### src/rtl/cadj_pkg.sv
package cadj_pkg;
  typedef enum logic [1:0] {
    SEQ_IDLE  = 2'd0,
    SEQ_WAIT1 = 2'd1,
    SEQ_WAIT2 = 2'd2
  } seq_state_e;

  localparam int GAIN_W  = 3;
  localparam int MAX_SHIFT = 7;
endpackage

### src/rtl/cadj_regs.sv
module cadj_regs #(
  parameter int SYNC_W = 2,
  parameter int SEL_W  = 2,
  parameter int ADJ_W  = 12,
  parameter int REG_W  = 12
) (
  input  logic                    clk,
  input  logic                    rst_n,
  input  logic                    we,
  input  logic [1:0]              addr,
  input  logic [REG_W-1:0]        wdata,
  output logic                    en,
  output logic [cadj_pkg::GAIN_W-1:0] gain,
  output logic [SYNC_W-1:0]       sync_sel,
  output logic [SEL_W-1:0]        first_sel,
  output logic [SEL_W-1:0]        second_sel,
  output logic signed [ADJ_W-1:0] lim_hi,
  output logic signed [ADJ_W-1:0] lim_lo
);
  localparam int OFF_GAIN   = 1;
  localparam int OFF_SYNC   = OFF_GAIN + cadj_pkg::GAIN_W;
  localparam int OFF_FIRST  = OFF_SYNC + SYNC_W;
  localparam int OFF_SECOND = OFF_FIRST + SEL_W;
  localparam logic signed [ADJ_W-1:0] HI_RST = {1'b0, {(ADJ_W-1){1'b1}}};
  localparam logic signed [ADJ_W-1:0] LO_RST = {1'b1, {(ADJ_W-1){1'b0}}};

  always_ff @(posedge clk) begin
    if (!rst_n) begin
      en         <= 1'b0;
      gain       <= '0;
      sync_sel   <= '0;
      first_sel  <= '0;
      second_sel <= '0;
      lim_hi     <= HI_RST;
      lim_lo     <= LO_RST;
    end else if (we) begin
      case (addr)
        2'd0: begin
          en         <= wdata[0];
          gain       <= wdata[OFF_GAIN +: cadj_pkg::GAIN_W];
          sync_sel   <= wdata[OFF_SYNC +: SYNC_W];
          first_sel  <= wdata[OFF_FIRST +: SEL_W];
          second_sel <= wdata[OFF_SECOND +: SEL_W];
        end
        2'd1: lim_hi <= wdata[ADJ_W-1:0];
        2'd2: lim_lo <= wdata[ADJ_W-1:0];
        default: ;
      endcase
    end
  end
endmodule

### src/rtl/cadj_seq.sv
module cadj_seq #(
  parameter int N_PWM  = 4,
  parameter int N_FE   = 4,
  parameter int ERR_W  = 9,
  parameter int SYNC_W = 2,
  parameter int SEL_W  = 2
) (
  input  logic                    clk,
  input  logic                    rst_n,
  input  logic                    en,
  input  logic [SYNC_W-1:0]       sync_sel,
  input  logic [SEL_W-1:0]        first_sel,
  input  logic [SEL_W-1:0]        second_sel,
  input  logic [N_PWM-1:0]        pwm_a,
  input  logic [N_FE-1:0]         fe_valid,
  input  logic [N_FE*ERR_W-1:0]   fe_err,
  output logic                    sync_hit,
  output logic                    cap1,
  output logic                    cap2,
  output logic signed [ERR_W-1:0] e1,
  output logic signed [ERR_W-1:0] e2,
  output cadj_pkg::seq_state_e    state
);
  import cadj_pkg::*;

  logic [N_PWM-1:0] pwm_q;
  logic [N_PWM-1:0] rise;
  seq_state_e       state_nx;

  assign rise     = pwm_a & ~pwm_q;
  assign sync_hit = en & rise[sync_sel];
  assign e2       = fe_err[second_sel*ERR_W +: ERR_W];
  assign cap1     = en && (state == SEQ_WAIT1) && !sync_hit && fe_valid[first_sel];
  assign cap2     = en && (state == SEQ_WAIT2) && !sync_hit && fe_valid[second_sel];

  always_comb begin
    state_nx = state;
    if (!en)           state_nx = SEQ_IDLE;
    else if (sync_hit) state_nx = SEQ_WAIT1;
    else if (cap1)     state_nx = SEQ_WAIT2;
    else if (cap2)     state_nx = SEQ_IDLE;
  end

  always_ff @(posedge clk) begin
    if (!rst_n) begin
      pwm_q <= '0;
      state <= SEQ_IDLE;
      e1    <= '0;
    end else begin
      pwm_q <= pwm_a;
      state <= state_nx;
      if (cap1) e1 <= fe_err[first_sel*ERR_W +: ERR_W];
    end
  end
endmodule

### src/rtl/cadj_calc.sv
module cadj_calc #(
  parameter int ERR_W = 9,
  parameter int ADJ_W = 12
) (
  input  logic                    clk,
  input  logic                    rst_n,
  input  logic                    en,
  input  logic                    cap2,
  input  logic signed [ERR_W-1:0] e1,
  input  logic signed [ERR_W-1:0] e2,
  input  logic [cadj_pkg::GAIN_W-1:0] gain,
  input  logic signed [ADJ_W-1:0] lim_hi,
  input  logic signed [ADJ_W-1:0] lim_lo,
  output logic signed [ADJ_W-1:0] adj_q,
  output logic                    done_q
);
  localparam int DIFF_W  = ERR_W + 1;
  localparam int SHIFT_W = DIFF_W + cadj_pkg::MAX_SHIFT;
  localparam int WIDE_W  = (SHIFT_W > ADJ_W) ? SHIFT_W : ADJ_W + 1;
  localparam logic signed [WIDE_W-1:0] MAXW = WIDE_W'((2 ** (ADJ_W - 1)) - 1);
  localparam logic signed [WIDE_W-1:0] MINW = -MAXW - 1;

  // difference, shifted by the gain, saturated to the output width
  function automatic logic signed [ADJ_W-1:0] scale_sat(
    input logic signed [DIFF_W-1:0] d,
    input logic [cadj_pkg::GAIN_W-1:0] g
  );
    logic signed [WIDE_W-1:0] w;
    w = {{(WIDE_W-DIFF_W){d[DIFF_W-1]}}, d};
    w = w <<< g;
    if (w > MAXW)      return MAXW[ADJ_W-1:0];
    else if (w < MINW) return MINW[ADJ_W-1:0];
    else               return w[ADJ_W-1:0];
  endfunction

  // ceiling applied first, floor last
  function automatic logic signed [ADJ_W-1:0] clamp(
    input logic signed [ADJ_W-1:0] v,
    input logic signed [ADJ_W-1:0] hi,
    input logic signed [ADJ_W-1:0] lo
  );
    logic signed [ADJ_W-1:0] r;
    r = v;
    if (r > hi) r = hi;
    if (r < lo) r = lo;
    return r;
  endfunction

  logic signed [DIFF_W-1:0] diff;
  logic signed [ADJ_W-1:0]  result;

  assign diff   = {e2[ERR_W-1], e2} - {e1[ERR_W-1], e1};
  assign result = clamp(scale_sat(diff, gain), lim_hi, lim_lo);

  always_ff @(posedge clk) begin
    if (!rst_n || !en) begin
      adj_q  <= '0;
      done_q <= 1'b0;
    end else begin
      done_q <= cap2;
      if (cap2) adj_q <= result;
    end
  end
endmodule

### src/rtl/cadj_apply.sv
module cadj_apply #(
  parameter int N_PWM  = 4,
  parameter int DUTY_W = 14,
  parameter int ADJ_W  = 12
) (
  input  logic [N_PWM*DUTY_W-1:0] duty_nom,
  input  logic [N_PWM-1:0]        adj_en,
  input  logic signed [ADJ_W-1:0] adj,
  output logic [N_PWM*DUTY_W-1:0] duty_out
);
  localparam int SUM_W = ((DUTY_W > ADJ_W) ? DUTY_W : ADJ_W) + 2;
  localparam logic signed [SUM_W-1:0] DMAX = SUM_W'((2 ** DUTY_W) - 1);

  for (genvar i = 0; i < N_PWM; i++) begin : g_ch
    logic [DUTY_W-1:0]       nom;
    logic signed [SUM_W-1:0] sum;
    logic [DUTY_W-1:0]       sat;

    assign nom = duty_nom[i*DUTY_W +: DUTY_W];
    assign sum = $signed({{(SUM_W-DUTY_W){1'b0}}, nom})
               + $signed({{(SUM_W-ADJ_W){adj[ADJ_W-1]}}, adj});

    always_comb begin
      if (sum < 0)         sat = '0;
      else if (sum > DMAX) sat = DMAX[DUTY_W-1:0];
      else                 sat = sum[DUTY_W-1:0];
    end

    assign duty_out[i*DUTY_W +: DUTY_W] = adj_en[i] ? sat : nom;
  end
endmodule

### src/rtl/cyc_adj_top.sv
module cyc_adj_top #(
  parameter int N_PWM  = 4,
  parameter int N_FE   = 4,
  parameter int ERR_W  = 9,
  parameter int ADJ_W  = 12,
  parameter int DUTY_W = 14,
  localparam int SYNC_W = $clog2(N_PWM),
  localparam int SEL_W  = $clog2(N_FE),
  localparam int CTRL_W = 1 + cadj_pkg::GAIN_W + SYNC_W + 2 * SEL_W,
  localparam int REG_W  = (ADJ_W > CTRL_W) ? ADJ_W : CTRL_W
) (
  input  logic                    clk,
  input  logic                    rst_n,
  input  logic                    reg_we,
  input  logic [1:0]              reg_addr,
  input  logic [REG_W-1:0]        reg_wdata,
  input  logic [N_PWM-1:0]        pwm_a,
  input  logic [N_FE-1:0]         fe_valid,
  input  logic [N_FE*ERR_W-1:0]   fe_err,
  input  logic [N_PWM*DUTY_W-1:0] duty_nom,
  input  logic [N_PWM-1:0]        duty_adj_en,
  output logic [ADJ_W-1:0]        adj_out,
  output logic                    adj_done,
  output logic [N_PWM*DUTY_W-1:0] duty_out
);
  import cadj_pkg::*;

  logic                    en_q;
  logic [GAIN_W-1:0]       gain_q;
  logic [SYNC_W-1:0]       sync_sel_q;
  logic [SEL_W-1:0]        first_sel_q;
  logic [SEL_W-1:0]        second_sel_q;
  logic signed [ADJ_W-1:0] lim_hi_q;
  logic signed [ADJ_W-1:0] lim_lo_q;
  logic                    sync_hit;
  logic                    cap1;
  logic                    cap2;
  logic signed [ERR_W-1:0] e1;
  logic signed [ERR_W-1:0] e2;
  seq_state_e              seq_state;
  logic                    st_idle;
  logic signed [ADJ_W-1:0] adj_q;
  logic                    done_q;
  logic signed [ADJ_W-1:0] adj_pub;

  cadj_regs #(.SYNC_W(SYNC_W), .SEL_W(SEL_W), .ADJ_W(ADJ_W), .REG_W(REG_W)) u_regs (
    .clk(clk), .rst_n(rst_n), .we(reg_we), .addr(reg_addr), .wdata(reg_wdata),
    .en(en_q), .gain(gain_q), .sync_sel(sync_sel_q), .first_sel(first_sel_q),
    .second_sel(second_sel_q), .lim_hi(lim_hi_q), .lim_lo(lim_lo_q)
  );

  cadj_seq #(.N_PWM(N_PWM), .N_FE(N_FE), .ERR_W(ERR_W), .SYNC_W(SYNC_W), .SEL_W(SEL_W)) u_seq (
    .clk(clk), .rst_n(rst_n), .en(en_q), .sync_sel(sync_sel_q), .first_sel(first_sel_q),
    .second_sel(second_sel_q), .pwm_a(pwm_a), .fe_valid(fe_valid), .fe_err(fe_err),
    .sync_hit(sync_hit), .cap1(cap1), .cap2(cap2), .e1(e1), .e2(e2), .state(seq_state)
  );

  cadj_calc #(.ERR_W(ERR_W), .ADJ_W(ADJ_W)) u_calc (
    .clk(clk), .rst_n(rst_n), .en(en_q), .cap2(cap2), .e1(e1), .e2(e2),
    .gain(gain_q), .lim_hi(lim_hi_q), .lim_lo(lim_lo_q), .adj_q(adj_q), .done_q(done_q)
  );

  assign st_idle  = (seq_state == SEQ_IDLE);
  assign adj_pub  = en_q ? adj_q : '0;
  assign adj_out  = adj_pub;
  assign adj_done = done_q & en_q;

  cadj_apply #(.N_PWM(N_PWM), .DUTY_W(DUTY_W), .ADJ_W(ADJ_W)) u_apply (
    .duty_nom(duty_nom), .adj_en(duty_adj_en), .adj(adj_pub), .duty_out(duty_out)
  );
endmodule

### config.mk
export PLATFORM = sky130hd
export DESIGN_NAME = cyc_adj_top
export DESIGN_NICKNAME = d
export VERILOG_FILES = /design/src/rtl/cadj_pkg.sv /design/src/rtl/cadj_regs.sv /design/src/rtl/cadj_seq.sv /design/src/rtl/cadj_calc.sv /design/src/rtl/cadj_apply.sv /design/src/rtl/cyc_adj_top.sv
export SDC_FILE = /design/constraint.sdc
export NUM_CORES = 1
export LEC_CHECK = 0
export BUFFER_PORTS_ARGS = -buffer_cell sky130_fd_sc_hd__buf_2
export CORE_MARGIN = 1
export CORE_UTILIZATION = 61
export DETAILED_ROUTE_END_ITERATION = 7
export PLACE_DENSITY_LB_ADDON = 0.05
export SLEW_MARGIN = 20
export SYNTH_ARGS = -nofsm -noshare
export SYNTH_HDL_FRONTEND = slang
export SYNTH_SLANG_ARGS = --single-unit
export TNS_END_PERCENT = 30
### constraint.sdc
create_clock -name clk -period 23.9 [get_ports clk]
set_clock_uncertainty 0.1 [all_clocks]
set_input_delay 4.78 -clock clk [delete_from_list [all_inputs] [get_ports clk]]
set_output_delay 4.78 -clock clk [all_outputs]
set_load 0.05 [all_outputs]
=== Word-level counts from Yosys, hierarchy flattened ===
Cells that the tools add are included.
W data, S select, Z words.

* Add/subtract/negate cells: 5
* $mul: 2
* Magnitude comparators: 15
* Equality and inequality tests: 4
* Shift-type cells: 3
* Multiplexer cells: 26
* Bitwise gates (word level): 6
* Reduce and logical (&&, ||, !) cells: 18

{| class="wikitable"
|+ Operator list
! cell !! count
|-
| $mux W14 || 12
|-
| $shiftx A36 B7 Y9 || 2
|-
| $add A15 B12 Y16 || 4
|-
| $gt A16 B15 Y1 const B || 4
|-
| $lt A16 B1 Y1 const B || 4
|-
| $mux W12 || 5
|-
| $gt A17 B12 Y1 const B || 1
|-
| $lt A17 B12 Y1 const B || 1
|-
| $sshl A10 B3 Y17 || 1
|-
| $gt A12 B12 Y1 || 1
|-
| $lt A12 B12 Y1 || 1
|-
| $mul A2 B4 Y6 const B || 2
|-
| $sub A9 B9 Y10 || 1
|-
| $lt A2 B3 Y1 const B || 3
|-
| $reduce_and A2 Y1 || 4
|-
| $bmux W1 S2 || 3
|-
| $logic_and A1 B1 Y1 || 6
|-
| $and A4 B4 Y4 || 1
|-
| $eq A2 B1 Y1 const B || 2
|-
| $eq A2 B2 Y1 const B || 2
|-
| $mux W1 || 4
|-
| $mux W2 || 2
|-
| $not A4 Y4 || 1
|-
| $logic_not A1 Y1 || 3
|-
| 7 further kinds || 9
|}

* Register bits: 62
* Input port bits: 121
* Output and inout port bits: 69
* Logic and storage cells: 92

=== Depth between registers and ports, before layout ===
* Depth in word-level cells: 11
* Depth in mapped cells: 35
* Mapped depth without buffers: 32

=== Cells and area by module ===
A second synthesis with hierarchy kept.

* Cells, all modules: 1130
* Area total of the unflattened synthesis: 8938.6 um2

{| class="wikitable"
|+ Modules (own cells, without submodules)
! module !! times used !! cells each !! area an instance (um2) !! seq. area each (um2)
|-
| cadj_apply || 1 || 522 || 3763.6 || 0.0
|-
| cadj_calc || 1 || 358 || 2537.4 || 260.2
|-
| cadj_regs || 1 || 141 || 1355.0 || 680.7
|-
| cadj_seq || 1 || 95 || 1178.6 || 300.3
|-
| cyc_adj_top || 1 || 14 || 103.8 || 0.0
|}

=== Least setup slack after synthesis ===
Ideal clock, no wire load.

* Path type: input port to output port
* Start point: input duty_nom[1]
* End point: output duty_out[11]
* Data arrival time: 8.654 ns
* Data required time: 19.020 ns
* Slack: 10.366 ns
* Stages on the path: 9
* Path buffers: 0
* Cell sequence: ha_1 -> a211oi_1 -> o21ai_1 -> a31oi_1 -> o31ai_1 -> o311a_1 -> o31ai_2 -> clkinv_1 -> o311ai_0

* Cells in the longest elaborated chain, start to end: 5
* Elaborated cells on any way between the ends: 6
* Those cells by class: 1 x add/sub; 2 x order compare; 3 x mux

{| class="wikitable"
|+ Ends and longest elaborated chain
! element !! line !! RTL
|-
| start: declaration || cyc_adj_top.sv:20 || <nowiki>input logic [N_PWM*DUTY_W-1:0] duty_nom,</nowiki>
|-
| $add A15 B12 Y16 (*) || cadj_apply.sv:21 || <nowiki>+ $signed({{(SUM_W-ADJ_W){adj[ADJ_W-1]}}, adj});</nowiki>
|-
| $gt A16 B15 Y1 || cadj_apply.sv:25 || <nowiki>else if (sum > DMAX) sat = DMAX[DUTY_W-1:0];</nowiki>
|-
| $mux W14 || cadj_apply.sv:25 ||
|-
| $mux W14 (*) || cadj_apply.sv:24 || <nowiki>if (sum < 0) sat = '0;</nowiki>
|-
| $mux W14 (*) || cadj_apply.sv:29 || <nowiki>assign duty_out[i*DUTY_W +: DUTY_W] = adj_en[i] ? sat : nom;</nowiki>
|-
| end: declaration || cyc_adj_top.sv:24 || <nowiki>output logic [N_PWM*DUTY_W-1:0] duty_out</nowiki>
|}

Every way passes the cells marked *; elsewhere a longest branch is shown, timed or not.

=== Final worst setup path ===
* Start point: input duty_nom[29]
* End point: output duty_out[33]

The elaborated chain is that of the path after synthesis.

==> results.rst <==
.. list-table::
   :header-rows: 1

   * - Metric
     - Value
   * - Worst ir drop on vdd
     - 0.0629 mV
   * - Fill cells
     - 1047
   * - Most area-hungry cell type in the Yosys netlist
     - sky130_fd_sc_hd__dfxtp_1
   * - Crit Path Category
     - primary input to output port
   * - Fraction of final layout cells sized beyond drive strength 1
     - 0.239
   * - Flip-flop cell with the highest count after synthesis
     - sky130_fd_sc_hd__dfxtp_1
   * - Max-capacitance violation count
     - 0
   * - Post-DRT Antenna Nets
     - 0
   * - GR Util All Layers
     - 0.322
   * - Maximum level of the CTS H-tree
     - 3
   * - First-pass GRT wire length
     - 36700 um
   * - Detailed-router iteration count before antenna repair
     - 6
   * - Final Cycle Share
     - 0.571
   * - Initial antenna violation count
     - 2
   * - Number of enable flip-flop cells after synthesis
     - 0
   * - Worst Setup Slack post-DPL
     - 10.14 ns
   * - Class of the most critical hold timing path
     - flip-flop to flip-flop
   * - Final WS setup
     - 10.26 ns
   * - Period minus WS final
     - 13.64 ns
   * - Peak fanout along the critical path
     - 15
   * - Layout net count
     - 1367
   * - Starting utilization of the core area
     - 0.637
   * - Slowest library cell on the worst path
     - sky130_fd_sc_hd__a221oi_2
   * - Clk_lat worst skew
     - 0.33 ns
   * - Hold buffer count at CTS
     - 0
   * - Violation count after the first detailed-route iteration
     - 538
   * - Slew HR
     - 0.313
   * - Residual DRC count
     - 0
   * - Synthesized Nets
     - 1205
   * - CTS Buf Count
     - 9
   * - Total number of vias
     - 8349
   * - Clock transition time at the flip-flop clock pins of the worst setup and hold paths
     - 0.06 ns
   * - Worst-path cell chain
     - buf_2 -> ha_1 -> a21o_1 -> a21oi_1 -> o21a_1 -> nor3b_1 -> or3_1 -> a31o_2 -> a221oi_2 -> nor3b_2 -> a221o_1 -> buf_2
   * - Total power density per cell area
     - 45.3 nW/um2
   * - Worst hold-check slack
     - 0.365 ns
   * - Overall die width
     - 118 um
   * - Final Hold Vio Count
     - 0
   * - CTS Root Cell
     - sky130_fd_sc_hd__clkbuf_16
   * - Count of distinct cell types in the synthesized netlist
     - 97
   * - Average instance area after synthesis
     - 8.30 um2
   * - Top post-synthesis cells by area
     - sky130_fd_sc_hd__dfxtp_1 (15%), sky130_fd_sc_hd__ha_1 (14%), sky130_fd_sc_hd__mux4_2 (6.9%)
   * - Count of instances resized after the clock tree is built
     - 0
   * - Slowest Stage Delay on Critical Path
     - 0.85 ns
   * - Total negative setup slack
     - 0 ns
   * - DP HPWL
     - 17600 um
   * - Nature of the critical path startpoint
     - primary input
   * - Post-Route Utilization
     - 0.737
   * - Post-synthesis to final-layout area growth
     - 15.8%
   * - Data arrival time of the critical path
     - 8.76 ns
   * - CTS tree
     - yes
   * - Gpl congestion
     - 0.945
   * - Count of port buffers added during placement
     - 189
   * - Die height
     - 118 um
   * - Total congestion overflow after global routing
     - 0
   * - Register bit count reported by yosys
     - 62
   * - Sequential fraction of the synthesis area
     - 0.151
   * - Cell occurring most often along the worst timing path
     - sky130_fd_sc_hd__buf_2
   * - Leakage power total
     - 4.27 nW
   * - Crit-path leading delay family
     - compound AO/OA/AOI/OAI gates
   * - Crit path buf inv count
     - 2
   * - Number of setup violations in the final report
     - 0
   * - Share of synthesized registers carrying an async set or reset
     - 0
   * - I/O pin count
     - 190
   * - Count of final max-slew check failures
     - 0
   * - Gate Count Post-Synth
     - 987
   * - Number of global-route vias before repair
     - 7674
   * - Result of the run
     - finished, final reports clean
   * - Pin slew with the least headroom to its limit
     - 1.03 ns
   * - Top cells by instance count after synthesis
     - sky130_fd_sc_hd__ha_1 (92), sky130_fd_sc_hd__nand2_1 (86), sky130_fd_sc_hd__inv_1 (76)
   * - Element type at the critical path end
     - output port
   * - Post-synth top area share
     - 0.151
   * - Number of buffers inserted to repair setup after CTS
     - 0
   * - Routed Wire Length
     - 22400 um
   * - Via-per-instance ratio
     - 6.29
   * - Number of synthesis warnings
     - 0
   * - Highest clock rate
     - 73.3 MHz
   * - Unrepaired setup endpoints after global routing
     - no
   * - DR WL/cell
     - 16.9 um
   * - Top-count cell post-synth
     - sky130_fd_sc_hd__ha_1
   * - DIE AREA
     - 13900 um2
   * - Core region area
     - 12900 um2
   * - Sequential standard cell area
     - 1240 um2
   * - Area of the multi-input gates
     - 6440 um2
   * - Register-to-register setup slack
     - 15.10 ns
   * - Number of placement rows
     - 41
   * - Sinks on the clock net
     - 62
   * - Buffers from clock root to sink, at most
     - 2
   * - Critical path required time
     - 19.02 ns
   * - Cell area after synthesis
     - 8200 um2
   * - Maximum number of pins on one net before global-route repair
     - 51
## where the power goes
group	switching, mW	total, mW	internal [mW]	leakage, nW
clock network	0.0494	0.141	0.0915	0.152
logic	0.111	0.179	0.0682	3.62
registers	0.00343	0.109	0.106	0.504
## cells by family (layout without fill, tap and decap cells)
kind of cell               after synthesis  after routing  synth area share
AOI/OAI and AO/OA                      316            316             0.301
and+or+nand+nor                        297            297             0.184
buffers and inverters                  120            287            0.0633
adders and majority gates               97             97             0.153
DFF                                     62             62             0.151
muxes                                   49             49            0.0980
xor gates and xnor gates                46             46            0.0492
other                                    0              2                 0
## sequential cells by signal, indices dropped and copies added, names as in the netlist, 3 cells and up
register	flops
u_calc.adj_q	12
u_regs.lim_lo	12
u_regs.gain	3
u_regs.lim_hi	12
u_seq.pwm_q	4
u_seq.e1	9
## per-stage QoR
stage | power, mW | area [um2] | std cells
2_1_floorplan | 0.245 | 8200 | 987
3_3_place_gp | 0.285 | 9160 | 1310
3_5_place_dp | 0.288 | 9160 | 1310
4_1_cts | 0.428 | 9490 | 1326
5_1_grt | 0.452 | 9490 | 1328
6_report | 0.430 | 9490 | 1328
## layout make-up
type                    instances  share of cell area
multi-input cells             805               0.679
flip-flops and latches         62               0.131
repair buffers                192               0.102
inverters                      79              0.0312
clock buffers                   9              0.0237
well taps                     172              0.0227
clock inverters                 7              0.0103
diodes                          2            0.000527
## cell usage in the layout (no fill, tap or decap), types with 4 or more instances in the layout
master	Yosys	final
sky130_fd_sc_hd__nand2_1	86	86
sky130_fd_sc_hd__clkbuf_16	0	9
sky130_fd_sc_hd__mux2i_1	24	24
sky130_fd_sc_hd__ha_1	92	92
sky130_fd_sc_hd__a31oi_1	8	8
sky130_fd_sc_hd__nor3b_1	6	5
sky130_fd_sc_hd__dfxtp_1	62	62
sky130_fd_sc_hd__xor2_1	14	14
sky130_fd_sc_hd__nor2b_1	25	25
sky130_fd_sc_hd__mux4_2	25	25
sky130_fd_sc_hd__a221o_1	42	42
sky130_fd_sc_hd__a211oi_1	5	5
sky130_fd_sc_hd__o211ai_1	21	21
sky130_fd_sc_hd__o221ai_1	12	12
sky130_fd_sc_hd__o41ai_1	9	9
sky130_fd_sc_hd__or3_1	5	5
sky130_fd_sc_hd__nand3_1	18	18
sky130_fd_sc_hd__a21boi_0	15	15
sky130_fd_sc_hd__o31a_2	4	4
sky130_fd_sc_hd__buf_2	2	189
sky130_fd_sc_hd__or2_2	10	10
sky130_fd_sc_hd__o21ai_0	35	35
sky130_fd_sc_hd__a2111oi_0	5	5
sky130_fd_sc_hd__a311o_1	4	4
sky130_fd_sc_hd__nor3_1	15	15
sky130_fd_sc_hd__fa_1	5	5
sky130_fd_sc_hd__a31o_1	7	7
sky130_fd_sc_hd__and2_1	25	25
sky130_fd_sc_hd__a21oi_1	53	53
sky130_fd_sc_hd__nor2_1	64	64
sky130_fd_sc_hd__nand2b_1	5	5
sky130_fd_sc_hd__xnor2_1	32	32
sky130_fd_sc_hd__a21o_1	16	16
sky130_fd_sc_hd__o21bai_1	5	5
sky130_fd_sc_hd__o31ai_1	4	4
sky130_fd_sc_hd__o21a_1	11	11
sky130_fd_sc_hd__o21ai_1	5	5
sky130_fd_sc_hd__nand4_1	12	12
sky130_fd_sc_hd__inv_1	76	76
sky130_fd_sc_hd__a22oi_1	5	5
## layer usage
metal,up-vias,routed length (um),GRT usage
met2,327,10500,0.549
met1,3885,9840,0.406
met5,-,0,0
met4,0,709,0.131
li1,4094,-,-
met3,43,1350,0.0460
## worst paths after layout
check	startpoint	endpoint	cells after the start
max reg2reg	u_regs.second_sel[0]$_SDFFE_PN0P_	u_calc.adj_q[8]$_SDFFE_PN0P_	30
min reg2reg	u_regs.lim_lo[10]$_SDFFE_PN0P_	u_regs.lim_lo[10]$_SDFFE_PN0P_	2
min	u_regs.lim_lo[10]$_SDFFE_PN0P_	u_regs.lim_lo[10]$_SDFFE_PN0P_	2
max	duty_nom[29]	duty_out[33]	12
## worst register-to-register path, delay by kind of cell (launching register included)
| family | cells | cell delay (ns) |
|---|---|---|
| AOI/OAI and AO/OA | 17 | 4.55 |
| adders and majority gates | 4 | 1.20 |
| buffers and inverters | 2 | 0.14 |
| DFF | 1 | 0.77 |
| muxes | 1 | 0.60 |
| and+or+nand+nor | 6 | 1.32 |
Power figures use the tool's default switching activity.
